$ cat src/rtl/sg_cmd_pkg.sv
package sg_cmd_pkg;
  localparam int unsigned NUM_CH = 4;
  localparam int unsigned DATA_W = 32;
  localparam int unsigned HALF_W = DATA_W / 2;

  typedef enum logic {
    SEL_CMD = 1'b0,
    SEL_ERR = 1'b1
  } word_sel_e;

  // MSB-first numbering: channel n lives at bit (width-1-n)
  function automatic int unsigned start_pos(int unsigned ch);
    return DATA_W - 1 - ch;
  endfunction

  function automatic int unsigned mask_pos(int unsigned ch);
    return HALF_W - 1 - ch;
  endfunction
endpackage

$ cat src/rtl/sg_chan_ctrl.sv
module sg_chan_ctrl (
  input  logic clk_i,
  input  logic rst_ni,
  input  logic sw_we_i,
  input  logic sw_val_i,
  input  logic seq_done_i,
  input  logic fetch_err_i,
  input  logic xfer_busy_i,
  output logic run_o,
  output logic stop_pend_o
);
  logic start_q, pend_q, hw_clr, sw_stop;

  assign hw_clr  = seq_done_i | fetch_err_i;
  assign sw_stop = sw_we_i & ~sw_val_i & start_q & ~hw_clr;

  always_ff @(posedge clk_i or negedge rst_ni) begin
    if (!rst_ni) begin
      start_q <= 1'b0;
      pend_q  <= 1'b0;
    end else begin
      if (hw_clr)       start_q <= 1'b0;
      else if (sw_we_i) start_q <= sw_val_i;
      pend_q <= xfer_busy_i & (pend_q | sw_stop);
    end
  end

  assign run_o       = start_q;
  assign stop_pend_o = pend_q;


  hw_clr_wins_chk: assert property (@(posedge clk_i) disable iff (!rst_ni)
    (seq_done_i || fetch_err_i) |=> !run_o);


  start_hold_chk: assert property (@(posedge clk_i) disable iff (!rst_ni)
    (!sw_we_i && !seq_done_i && !fetch_err_i) |=> $stable(run_o));


  pend_drop_chk: assert property (@(posedge clk_i) disable iff (!rst_ni)
    !xfer_busy_i |=> !stop_pend_o);
endmodule

$ cat src/rtl/sg_err_status.sv
module sg_err_status #(
  parameter int unsigned NCH = 4
) (
  input  logic           clk_i,
  input  logic           rst_ni,
  input  logic [NCH-1:0] set_i,
  input  logic [NCH-1:0] clr_i,
  output logic [NCH-1:0] err_o
);
  logic [NCH-1:0] err_q;

  always_ff @(posedge clk_i or negedge rst_ni) begin
    if (!rst_ni) err_q <= '0;
    else         err_q <= (err_q & ~clr_i) | set_i;
  end

  assign err_o = err_q;


  err_set_chk: assert property (@(posedge clk_i) disable iff (!rst_ni)
    (set_i != '0) |=> ((err_o & $past(set_i)) == $past(set_i)));


  err_clr_chk: assert property (@(posedge clk_i) disable iff (!rst_ni)
    ((clr_i & ~set_i) != '0) |=> ((err_o & $past(clr_i & ~set_i)) == '0));
endmodule

$ cat src/rtl/sg_cmd_reg.sv
module sg_cmd_reg
  import sg_cmd_pkg::*;
(
  input  logic              clk_i,
  input  logic              rst_ni,
  input  logic              wr_en_i,
  input  logic              addr_i,
  input  logic [DATA_W-1:0] wdata_i,
  output logic [DATA_W-1:0] rdata_o,
  input  logic [NUM_CH-1:0] seq_done_i,
  input  logic [NUM_CH-1:0] fetch_err_i,
  input  logic [NUM_CH-1:0] xfer_busy_i,
  output logic [NUM_CH-1:0] run_o,
  output logic [NUM_CH-1:0] stop_pend_o,
  output logic [NUM_CH-1:0] err_o
);
  logic              cmd_we, err_we;
  logic [NUM_CH-1:0] err_clr;
  logic [DATA_W-1:0] cmd_word, err_word;
  logic              unused_wdata;

  assign cmd_we       = wr_en_i & (word_sel_e'(addr_i) == SEL_CMD);
  assign err_we       = wr_en_i & (word_sel_e'(addr_i) == SEL_ERR);
  assign unused_wdata = ^wdata_i;

  for (genvar n = 0; n < NUM_CH; n++) begin : g_ch
    localparam int unsigned SP = start_pos(n);
    localparam int unsigned MP = mask_pos(n);

    sg_chan_ctrl u_ch (
      .clk_i       (clk_i),
      .rst_ni      (rst_ni),
      .sw_we_i     (cmd_we & wdata_i[MP]),
      .sw_val_i    (wdata_i[SP]),
      .seq_done_i  (seq_done_i[n]),
      .fetch_err_i (fetch_err_i[n]),
      .xfer_busy_i (xfer_busy_i[n]),
      .run_o       (run_o[n]),
      .stop_pend_o (stop_pend_o[n])
    );

    assign err_clr[n] = err_we & wdata_i[SP];
  end

  sg_err_status #(.NCH(NUM_CH)) u_err (
    .clk_i  (clk_i),
    .rst_ni (rst_ni),
    .set_i  (fetch_err_i),
    .clr_i  (err_clr),
    .err_o  (err_o)
  );

  always_comb begin
    cmd_word = '0;
    err_word = '0;
    for (int unsigned n = 0; n < NUM_CH; n++) begin
      cmd_word[start_pos(n)] = run_o[n];
      err_word[start_pos(n)] = err_o[n];
    end
  end

  assign rdata_o = addr_i ? err_word : cmd_word;


  err_word_isolation_chk: assert property (@(posedge clk_i) disable iff (!rst_ni)
    (err_we && seq_done_i == '0 && fetch_err_i == '0) |=> $stable(run_o));


  cmd_word_isolation_chk: assert property (@(posedge clk_i) disable iff (!rst_ni)
    (!err_we && fetch_err_i == '0) |=> $stable(err_o));
endmodule

$ cat config.mk
export PLATFORM = sky130hd
export DESIGN_NAME = sg_cmd_reg
export DESIGN_NICKNAME = d
export VERILOG_FILES = /design/src/rtl/sg_cmd_pkg.sv /design/src/rtl/sg_chan_ctrl.sv /design/src/rtl/sg_err_status.sv /design/src/rtl/sg_cmd_reg.sv
export SDC_FILE = /design/constraint.sdc
export NUM_CORES = 1
export LEC_CHECK = 0
export ABC_CLOCK_PERIOD_IN_PS = 1500
export BUFFER_PORTS_ARGS = -buffer_cell sky130_fd_sc_hd__buf_2
export CAP_MARGIN = 20
export CORE_UTILIZATION = 37
export CTS_BUF_LIST = sky130_fd_sc_hd__clkbuf_2
export DETAILED_ROUTE_END_ITERATION = 8
export PLACE_DENSITY = 0.93
export REMOVE_ABC_BUFFERS = 1
export SLEW_MARGIN = 20
export SYNTH_ARGS = -nofsm -noshare
export SYNTH_HDL_FRONTEND = slang
export SYNTH_SLANG_ARGS = --single-unit
$ cat constraint.sdc
create_clock -name clk_i -period 1.5 [get_ports clk_i]
set_input_delay 0.45 -clock clk_i [delete_from_list [all_inputs] [get_ports clk_i]]
set_output_delay 0.45 -clock clk_i [all_outputs]
set_load 0.01 [all_outputs]
==> results of run 1 <==
-- state kept, by name (all words and copies together), names as in the netlist --
| register | flops |
|---|---|
| u_err.err_o | 4 |
| g_ch.u_ch.run_o | 4 |
| g_ch.u_ch.stop_pend_o | 4 |
-- cell type report --
class	count	share of cell area (%)
multi-input combinational	72	41.9
sequential	12	27.4
timing repair buffer	47	26.1
tap	28	3.20
clock buffer	3	1.37
-- how the worst min path moves through the flow --
| stage | depth (start not counted) | to |
|---|---|---|
| 6_report | 1 | g_ch[2].u_ch.stop_pend_o |
| 2_1_floorplan | 0 | g_ch[0].u_ch.run_o |
| 3_3_place_gp | 1 | g_ch[2].u_ch.run_o |
| 4_1_cts | 1 | u_err.err_o[2] |
| 5_1_grt | 1 | g_ch[2].u_ch.run_o |
| 3_5_place_dp | 1 | g_ch[0].u_ch.stop_pend_o |
-- layer usage --
layer | up-vias | routed length, um
met5 | - | 0
met4 | 0 | 0
met3 | 0 | 176
met2 | 55 | 856
met1 | 359 | 732
li1 | 349 | -
-- metrics by stage --
| step | std cells | setup slack [ns] |
|---|---|---|
| 4_1_cts | 162 | -0.0440 |
| 3_3_place_gp | 153 | -0.107 |
| 3_5_place_dp | 153 | -0.109 |
| 2_1_floorplan | 84 | 0.265 |
| 5_1_grt | 162 | -0.0973 |
| 6_report | 162 | -0.0170 |
-- timing repair --
action                     in CTS  in global routing
gates resized for setup         9                  0
buffers inserted                6                  0
setup endpoints to repair       4                  4
-- power by group through the flow --
stage | registers [uW] | logic [uW] | clock network (uW)
floorplan | 345 | 66.6 | 0
global placement | 342 | 145 | 0
detailed placement | 342 | 148 | 0
CTS | 335 | 175 | 174
global route | 336 | 194 | 192
finish | 335 | 176 | 158
-- logic make-up after synthesis --
group,count (synthesis),share of synthesized area [%]
AO/OA/AOI/OAI,8,5.67
AND/OR/NAND/NOR,28,21.6
multiplexers,8,9.72
flip-flops,12,32.4
buffers and inverters,38,30.2
other,1,0.404
-- placed cells by master, fill, tap and decap left out --
cell	synthesis	final
buf_2	2	34
conb_1	1	28
dfrtp_1	12	12
nor3b_1	8	8
buf_4	36	8
mux2_2	8	5
buf_6	0	5
nand3_1	4	4
or4b_1	4	4
nand4b_1	4	4
nand2_1	4	4
o21ai_1	4	4
nand3b_1	4	4
mux2_4	0	3
clkbuf_2	0	3
a21o_2	2	2
a21o_1	2	2
==> results.txt, run 1 <==
* Status: complete, but fails checks
- Failing checks: negative setup slack
- Number of placement rows: 17
- For met2 alone, demand over resource in global routing was between 20% and 30%.
* Setup violations, final: 2
- Register share of total power: 50.1%
- Total power for the finished layout comes to 668 uW.
- Family of cells with the greatest summed delay on the critical path: flip-flops
- Syn Inst Count: 95
* Via count normalized by instance count: ~4.7
- Subtracting the final worst setup slack from the clock period gives between 1.5 and 2 ns.
- Among all flip-flop cells after synthesis, the most frequent one is dfrtp_1.
- The setup path with the least slack is of type reg -> out.
- The clock reaches the later pin of the worst-skew pair after approximately 0.25 ns.
- Depth of the worst register-to-register path: 3
- The worst setup path is captured at an output pin.
* Unrepaired setup endpoints after global routing: true
- TritonCTS built the clock tree.
- Number of iterations in the first detailed-routing pass: 4
* Footprint of the multi-input gates: approximately 460 um2
- Slowest stage cell on the critical path: dfrtp_1
- The largest single stage delay on the critical path is about 0.42 ns.
- The signal on the critical path passes through mux2_2 -> buf_6.
- After detailed routing, the average wire length per cell comes to roughly 11 um.
* Net switching power: just over 200 uW
- Clock Pin Slew Worst Setup and Hold Paths: between 0.1 and 0.15 ns
- Layout overhead on the synthesized area: 18.2%
* Period utilization: 101%
* Sinks on the clock net: 12
* Global-route met1 utilization: 16.8%
- The first routing iteration left 14 violations.
- Leakage power total: 0.000560 uW
* Sw Share: a little under a third
- Adding up every negative setup slack in the final design gives -0.0253 ns.
* Crit path setup slack, layout: -0.0170 ns
* # Max-Cap Violations: 0
- Global-route wire length before repair: between 2 and 3 mm
- STA puts the critical path data required time at 1.05 ns.
* Setup crit end: rdata_o[30]
- DRC violations left: 0
- Of all flip-flops after synthesis, the portion carrying an async set or reset was 100%.
- Once layout is complete, the utilization of the core stands at between 40% and 50%.
- Register area: around 300 um2
* Number of buffers added by the clock tree synthesis step: 3
* Routing layer with the top usage in global route: met2
- Total count of max-transition violations in the final report: 0
- Reg-to-reg slack, setup: 0.36 ns
* Number of levels the H-tree was split into: 1
- The initial antenna violation count was 0.
* DIE AREA: 2710 um2
- Number of nets in the final layout: roughly 180
- The placed instances occupy a cell area of 993 um2.
- Post-route clock skew: between 0.003 and 0.004 ns
* Cell area after layout: approximately 1100 um2
- The internal portion of the total power is approximately 470 uW.
- In this run the mean area of a mapped cell was 9.76 um2.
- DIE WIDTH: around 52 um
- Startpoint of the worst register-to-register path: g_ch[2].u_ch.run_o
- For this block, the via count after detailed routing is 763.
- Yosys printed 0 warnings.
- Achievable frequency: approximately 0.66 GHz
- All-layer global routing usage: 13.9%
- Synthesized flop and latch total: 12
* Number of top-level pins: 92
- The share of the Yosys chip area taken by registers is approximately 32%.
- Clock Power Share: 23.6%
- During placement, the flow inserted port buffers numbering 39.
- Final GP Congestion: about 0.64
* Via count of the first global-routing pass: 620
- Number of fillers in the final layout: approximately 220
- Number of endpoints with negative hold slack in the final report: 0
- 0 antenna diodes ended up in the layout.
- The number of buffers and inverters on the critical path is 1.
* Count of cell instances traversed by the critical path: 2
- Netlist Area Pre-Place: between 900 and 1000 um2
- HPWL after DPL: roughly 1.3 mm
- Critical Path Source: g_ch[1].u_ch.run_o
* Count of cell types in the netlist: 14
- RR Endpoint: g_ch[2].u_ch.stop_pend_o
- IR analysis of the VDD net gives a maximum drop of about 0.28 mV.
* Core Area: 2280 um2
- In the final layout, the share of cells above drive strength 1 is between 40% and 50%.
* Worst setup SP type: flop
* Top area cells in the synthesized netlist: dfrtp_1 (32%), buf_4 (29%), mux2_2 (9.7%), nor3b_1 (6.5%), or4b_1 (4.3%)
- For this block, the routed nets add up to roughly 1.8 mm of wire.
- Per report_power, the combinational group accounts for 26.3% of the total.
- Data arrival at the endpoint of the critical path: 1.07 ns
* Cell with the most instances after synthesis: buf_4
- Die height: 52.1 um
- Tightest Hold Check Type: in -> async
- Summed over all layers, the global routing overflow is 0.
* Largest net degree at the start of global routing: 13
- In this run the biggest area consumer among cell types represents roughly 32% of the synthesized area.
* Cell taking the most area after synthesis: dfrtp_1
* Number of buffers added to fix hold violations after cts: 0
* Clock root buffer master: clkbuf_2
* Met3 track demand over resource in global routing: between 2 and 3%
- The commonest cells after synthesis are buf_4 (36), dfrtp_1 (12), mux2_2 (8), nor3b_1 (8).
- In this run the power density over the cells is slightly above 600 nW/um2.
- Crit path max fanout: 4
* Maximum clock insertion buffer count: 2
- Number of enable-type register cells in the synthesized netlist: 0
- Starting density of the core: between 40% and 50%
- The tightest hold path in the finished design has a slack of 0.0563 ns.
* Number of antenna-violating nets in the routed design: 0
(Power assumes the default switching activity.)
==> inputs of run 2 (changes only) <==
- PLACE_DENSITY: 0.93 -> unset
- PLACE_DENSITY_LB_ADDON: unset -> 0.3
==> run 2 against run 1 <==
The run still ends with negative setup slack left; hold slack got worse by 0.022 ns; clock power rose by 4%; maximum frequency fell by 1.1%; power rose by 0.36%; sequential power barely moved; final cell count fell by 1.2%; sequential share of layout area rose by 0.48 points; via count fell by 4.2%; wire length rose by 0.11%; largest cell class unchanged.
==> results.txt, run 2 (synthesized netlist as in run 1, its figures left out) <==
- The via count of the first global-routing pass came to 581 (was 620).
* Layout overhead on the synthesized area: 16.2% (was 18.2%)
- The total CTS buffers was 3 (unchanged).
- The count of buffers inserted at the top-level ports is 39 (unchanged).
* Critical path endpoint category: output pin (unchanged)
* Antenna violations before repair: 0 (unchanged)
- Data arrival at the endpoint of the critical path: 1.08 ns (was 1.07 ns)
* Tightest Hold Check Type: in -> async (unchanged)
- Vias: 731 (was 763)
- Number of endpoints with negative hold slack in the final report: 0 (unchanged)
* Clock Pin Slew Worst Setup and Hold Paths: 0.13 ns (was 0.12 ns)
- Global-route wire length before repair: 2.53 mm (was 2.75 mm)
- The share of the cycle needed by the critical path after routing was 102% (was 101%).
* Number of levels the H-tree was split into: 1 (unchanged)
- The post-route standard cell area excluding fillers came to 1080 um2 (was 1100 um2).
- The number of max-slew violations in the final report is 0 (unchanged).
* Worst setup SP type: flop (unchanged)
- The number of clock sinks is 12 (unchanged).
- Number of placement rows: 17 (unchanged)
* # Max-Cap Violations: 0 (unchanged)
- Unrepaired setup endpoints after global routing: true (unchanged).
* Leakage power total: 0.000545 uW (was 0.000560 uW)
- The starting utilization of the core area came to 40.7% (unchanged).
* Clock root buffer master: clkbuf_2 (unchanged)
- Average wire per cell in the routed design: 11.0 um (was 10.9 um)
- The all-layer global routing usage came to 13.0% (was 13.9%).
- The global route total overflow is 0 (unchanged).
- DIE AREA: 2710 um2 (unchanged)
- Die height: 52.1 um (unchanged)
- The number of nets with antenna violations after detailed routing was 0 (unchanged).
- HPWL after DPL: 1.25 mm (was 1.33 mm)
- The share of final-layout standard cells stronger than drive strength 1 is 43.9% (was 44.8%).
- The count of boundary I/O pins came to 92 (unchanged).
- Number of buffers added to fix hold violations after cts: 0 (unchanged)
- The power after layout was 671 uW (was 668 uW).
* Clock insertion delay at the later pin of the skew report: 0.27 ns (was 0.25 ns)
- Max VDD drop: 0.299 mV (was 0.283 mV)
* Post-route clock skew: 0.00950 ns (was 0.00360 ns)
- The register-to-register setup slack is 0.34 ns (was 0.36 ns).
- The total detailed-routing wirelength came to 1.77 mm (about the same).
* Core Area: 2280 um2 (unchanged)
- Via count normalized by instance count: 4.57 (was 4.71)
- Number of iterations in the first detailed-routing pass: 4 (unchanged)
- The maximum achievable frequency is 0.652 GHz (was 0.659 GHz).
* Required time of the critical path: 1.05 ns (about the same)
* Crit path max fanout: 4 (unchanged)
- The minimum clock period after layout is 1.53 ns (was 1.52 ns).
- Starting DRC count in detailed routing: 11 (was 14)
- The post-route DRC violation count came to 0 (unchanged).
- DIE WIDTH: 52.1 um (unchanged)
- The maximum clock path buffer count was 2 (unchanged).
* Crit path setup slack, layout: -0.0337 ns (was -0.0170 ns)
- Most common library cell in the layout ignoring fill and taps: buf_2 (unchanged)
- Commonest cells after routing, fill and taps aside: buf_2 (34), conb_1 (28), dfrtp_1 (12), nor3b_1 (8) (was buf_2 (34), conb_1 (28), dfrtp_1 (12), nor3b_1 (8), buf_4 (8)).
* Area post-placement: 986 um2 (was 993 um2)
* Status: complete, but fails checks (unchanged)
- Number of nets in the final layout: 182 (was 184)
* Number of fillers in the final layout: 218 (was 221)
- Setup violations, final: 4 (was 2)
- Failing checks: negative setup slack (unchanged)
- Clock tree from TritonCTS: done (unchanged)
* Largest net degree at the start of global routing: 13 (unchanged)
- Fin Setup TNS: -0.0849 ns (was -0.0253 ns)
- Areal power density over the cells: 623 nW/um2 (was 610 nW/um2)
- Final GP Congestion: 0.683 (was 0.644)
- Worst Setup Path Type: reg -> out (unchanged)
- The diode insertion count for antenna repair is 0 (unchanged).
-- run 2: changes by cell type in the layout (fill, tap and decap cells not counted) --
cell	change
mux2_4	-1
buf_4	-2
mux2_2	+1
-- run 2: through the flow --
| stage | utilization (%) | hold WS, ns | std cells | worst slack, ns |
|---|---|---|---|---|
| 2_1_floorplan | - | 0.154 | 84 | 0.265 |
| 3_3_place_gp | 43.3 | 0.351 | 152 | -0.104 |
| 3_5_place_dp | 43.3 | 0.348 | 152 | -0.101 |
| 4_1_cts | 46.6 | 0.0340 | 159 | -0.0450 |
| 5_1_grt | 47.3 | 0.0551 | 160 | -0.0815 |
| 6_report | 47.3 | 0.0344 | 160 | -0.0337 |
-- run 2: final timing paths --
| check | to | depth (start not counted) | start |
|---|---|---|---|
| hold reg to reg | g_ch[2].u_ch.stop_pend_o | 2 | g_ch[2].u_ch.stop_pend_o |
| setup reg to reg | g_ch[0].u_ch.stop_pend_o | 3 | g_ch[0].u_ch.run_o |
| hold / removal | u_err.err_o[1] | 1 | rst_ni |
| max in group asynchronous | g_ch[0].u_ch.run_o | 1 | rst_ni |
| setup / recovery | rdata_o[28] | 2 | g_ch[3].u_ch.run_o |
| min in group clk_i | u_err.err_o[3] | 2 | fetch_err_i[3] |
-- run 2: layer usage --
| layer | global-route usage, % | wire, um |
|---|---|---|
| met1 | 16.5 | 769 |
| met2 | 19.9 | 854 |
| met3 | 2.63 | 135 |
| met4 | 8.11 | 8 |
| met5 | 0 | 0 |
-- run 2: report_power, final --
part           leakage, uW  total (uW)  switching (uW)  internal, uW
clock network    0.0000125         164             110          54.6
registers         0.000149         335            4.66           330
logic             0.000383         171            94.1          77.3
total             0.000545         671             209           462
-- run 2: worst max-delay path, stage by stage, from the launching register on --
cell     delay [ns]
dfrtp_1        0.42
mux2_2         0.27
buf_6          0.12
-- run 2: layout make-up --
class                      instances  area [um2]  share of cell area (%)
multi-input combinational         72         455                    42.3
tap                               28        35.0                    3.25
sequential                        12         300                    27.9
clock buffer                       3        15.0                    1.39
timing repair buffer              45         272                    25.2
-- run 2: timing repair --
item	in CTS	in global routing
gates resized for setup	6	2
setup buffers	4	1
endpoints found under the setup margin	4	4
==> inputs of run 3 (changes only) <==
- CORE_UTILIZATION: 37 -> 35
- SLEW_MARGIN: 20 -> 10
- SYNTH_HIERARCHICAL: unset -> 1
==> run 3 against run 2 <==
The run still ends with negative setup slack left; register-to-register slack gained 0.30 ns; worst setup slack got worse by 0.0053 ns; sequential cell count stayed put; clock skew is 0.0081 ns higher; combinational power decreased by 8%; clock power about the same; synthesized cell count is 14% lower; area after synthesis shrank 8.2%; critical path depth rose by 1; final cell count decreased by 3.8%; die area fell by 2.9%; largest power group unchanged; highest routed layer unchanged.
==> results.txt, run 3 <==
* Status: complete, but fails checks (unchanged)
- Failing checks: negative setup slack (unchanged)
- Proportion of power drawn by combinational gates: 23.9% (was 25.5%)
- Sw Share: 30.5% (was 31.1%)
* Clock Power Share: 25.2% (was 24.5%)
- Netlist Area Pre-Place: 851 um2 (was 927 um2)
* Synth warn: 6 (was 0)
* Syn Inst Count: 82 (was 95)
- The clock slew seen by the registers of the worst setup and hold paths was 0.13 ns (about the same).
- The type of the tightest min-delay check is in -> async (unchanged).
* Achievable frequency: 0.650 GHz (was 0.652 GHz)
* Clock insertion delay at the later pin of the skew report: 0.26 ns (was 0.27 ns)
- The initial antenna violation count is 0 (unchanged).
* Leading cell types by count after synthesis: buf_4 (28), dfrtp_1 (12) (was buf_4 (36), dfrtp_1 (12), mux2_2 (8), nor3b_1 (8))
* Worst slack at placement: -0.0983 ns (was -0.101 ns)
* Layout cells sized above 1: 46.8% (was 43.9%)
* Average wire per cell in the routed design: 9.82 um (was 11.0 um)
* Starting DRC count in detailed routing: 2 (was 11)
- Areal power density over the cells: 638 nW/um2 (was 623 nW/um2)
* Maximum clock insertion buffer count: 2 (unchanged)
- Required time of the critical path: 1.05 ns (about the same)
- Setup violations, final: 4 (unchanged)
- The largest area contributor in the netlist is dfrtp_1 (unchanged).
* Top cell type's share of synthesized area: 35.3% (was 32.4%)
- The CTS H-tree depth came to 1 (unchanged).
- Register area: 300 um2 (unchanged)
- Number of buffers added to fix hold violations after cts: 0 (unchanged)
- The critical path capture point type was an output pin (unchanged).
- The via count of the first global-routing pass is 573 (was 581).
* DRC violations left: 0 (unchanged)
- Wire length reported by the detailed router: 1.51 mm (was 1.77 mm)
- Top area cells in the synthesized netlist: dfrtp_1 (35%), buf_4 (25%), o31ai_2 (5.9%), mux2i_1 (4.7%), nand4b_1 (4.1%) (was dfrtp_1 (32%), buf_4 (29%), mux2_2 (9.7%), nor3b_1 (6.5%), or4b_1 (4.3%))
- Fin crit period: 1.54 ns (was 1.53 ns)
- The total CTS buffers came to 3 (unchanged).
- Period utilization: 103% (was 102%)
- The number of max-slew violations in the final report came to 0 (unchanged).
* Clock root buffer master: clkbuf_2 (unchanged)
* Avg Inst Size Synth: 10.4 um2 (was 9.76 um2)
* HPWL after DPL: 1.21 mm (was 1.25 mm)
* # Max-Cap Violations: 0 (unchanged)
- Unrepaired setup endpoints after global routing: true (unchanged).
- Number of placement rows: 17 (unchanged)
* Register share of total power: 50.9% (was 49.9%)
* Leakage power total: 0.000569 uW (was 0.000545 uW)
* Remaining Overflow, GRT: 0 (unchanged)
* Core Area: 2250 um2 (was 2280 um2)
- The routed via count divided by cell count was 4.16 (was 4.57).
* Placed instance count: 147 (was 152)
- Number of top-level pins: 92 (unchanged)
* Most common library cell in the layout ignoring fill and taps: buf_2 (unchanged)
- The CTS tree is done (unchanged).
- Commonest cells after routing, fill and taps aside: buf_2 (34), conb_1 (28), dfrtp_1 (12) (was buf_2 (34), conb_1 (28), dfrtp_1 (12), nor3b_1 (8)).
* Layout overhead on the synthesized area: 21.5% (was 16.2%)
* Count of input and output buffers: 39 (unchanged)
- The overall die width was 51.3 um (was 52.1 um).
- The total die area came to 2630 um2 (was 2710 um2).
* Internal power contribution: 459 uW (was 462 uW)
- Final GP Congestion: 0.673 (was 0.683)
- Crit path setup slack, layout: -0.0389 ns (was -0.0337 ns)
- The number of synthesized register bits is 12 (unchanged).
- Fin Setup TNS: -0.0828 ns (was -0.0849 ns)
- The switching component of the power was 201 uW (was 209 uW).
- Starting density of the core: 37.7% (was 40.7%)
- The count of flip-flops with a built-in enable after synthesis was 0 (unchanged).
- The number of distinct library cell variants in the gate-level netlist after synthesis was 16 (was 14).
* Global-route wire length before repair: 2.46 mm (was 2.53 mm)
- Footprint of the multi-input gates: 419 um2 (was 455 um2)
- Number of nets in the final layout: 175 (was 182)
* Vias: 641 (was 731)
* Number of antenna-violating nets in the routed design: 0 (unchanged)
- Crit path max fanout: 12 (was 4)
* Cell with the most instances after synthesis: buf_4 (unchanged)
* Number of endpoints with negative hold slack in the final report: 0 (unchanged)
- The proportion of synthesized flip-flops having asynchronous set or reset came to 100% (unchanged).
- The post-route core utilization came to 45.8% (was 47.3%).
- Number of iterations in the first detailed-routing pass: 2 (was 4)
* Sinks on the clock net: 12 (unchanged)
- Worst Setup Path Type: in -> out (was reg -> out)
- Post-route clock skew: 0.0176 ns (was 0.00950 ns)
- The overall die height is 51.3 um (was 52.1 um).
* Diode insertion count for antenna repair: 0 (unchanged)
- Data arrival at the endpoint of the critical path: 1.09 ns (was 1.08 ns)
- The all-layer global routing usage is 12.8% (was 13.0%).
- The sequential element share of the synthesized area was 35.3% (was 32.4%).
- The number of fill cells was 240 (was 218).
- Largest net degree at the start of global routing: 13 (unchanged)
- Ys flop type: dfrtp_1 (unchanged)
- The non-filler instance count after layout is 154 (was 160).
- The kind of start point of the critical path is a primary input (was flop).
- Max VDD drop: 0.329 mV (was 0.299 mV)
## run 3: metal layers
metal	up-vias	wire length, um	track usage (%)
met2	47	699	20.0
met1	279	664	16.6
li1	313	-	-
met5	-	0	0
met3	2	139	2.68
met4	0	9	6.76
## run 3: repair_timing
action / 4_1_cts / 5_1_grt
resized for setup: 3 / 3
cloned: 0 / 0
endpoints found under the setup margin: 4 / 4
buffers inserted: 2 / 1
## run 3: path summary, 6_finish.rpt
| kind | slack (ns) | cells past startpoint | end | from |
|---|---|---|---|---|
| setup / recovery | -0.04 | 3 | rdata_o[29] | addr_i |
| setup reg to reg | 0.64 | 3 | g_ch[1].u_ch/stop_pend_o | g_ch[1].u_ch/run_o |
| max in group asynchronous | 1.22 | 1 | g_ch[3].u_ch/run_o | rst_ni |
| hold / removal | 0.04 | 1 | u_err/err_o[2] | rst_ni |
| hold reg to reg | 0.49 | 2 | g_ch[0].u_ch/stop_pend_o | g_ch[0].u_ch/stop_pend_o |
| min in group clk_i | 0.34 | 2 | g_ch[1].u_ch/run_o | seq_done_i[1] |
## run 3: final cells by class
class / instances / share of cell area [%]
clock buffers: 3 / 1.45
clock inverters: 1 / 0.363
inverters: 4 / 1.45
multi-input cells: 64 / 40.6
flip-flops and latches: 12 / 29.1
well taps: 28 / 3.39
repair buffers: 42 / 23.7
## run 3: cell families after synthesis
kind of cell	Yosys count	synth area share, %
compound gates	8	9.41
buf+inv	33	27.8
flops	12	35.3
mux	8	10.9
other cells	1	0.441
simple gates	20	16.2
## run 3: critical path, stage by stage
cell and delay (ns):
buf_4 0.16, mux2_2 0.36, buf_6 0.12
## run 3: power by group through the flow
stage / clock network (uW) / registers, uW / logic, uW
after floorplan: 0 / 345 / 69.2
after global placement: 0 / 342 / 141
after detailed placement: 0 / 342 / 142
after CTS: 179 / 336 / 150
after global routing: 202 / 337 / 176
final: 166 / 336 / 158
## run 3: per-stage QoR
stage / cell area, um2 / hold WS, ns / total power, uW
2_1_floorplan: 731 / 0.154 / 414
3_5_place_dp: 961 / 0.353 / 484
6_report: 1030 / 0.0392 / 660
5_1_grt: 1030 / 0.0151 / 714
4_1_cts: 1010 / 0.0370 / 665
3_3_place_gp: 961 / 0.353 / 483
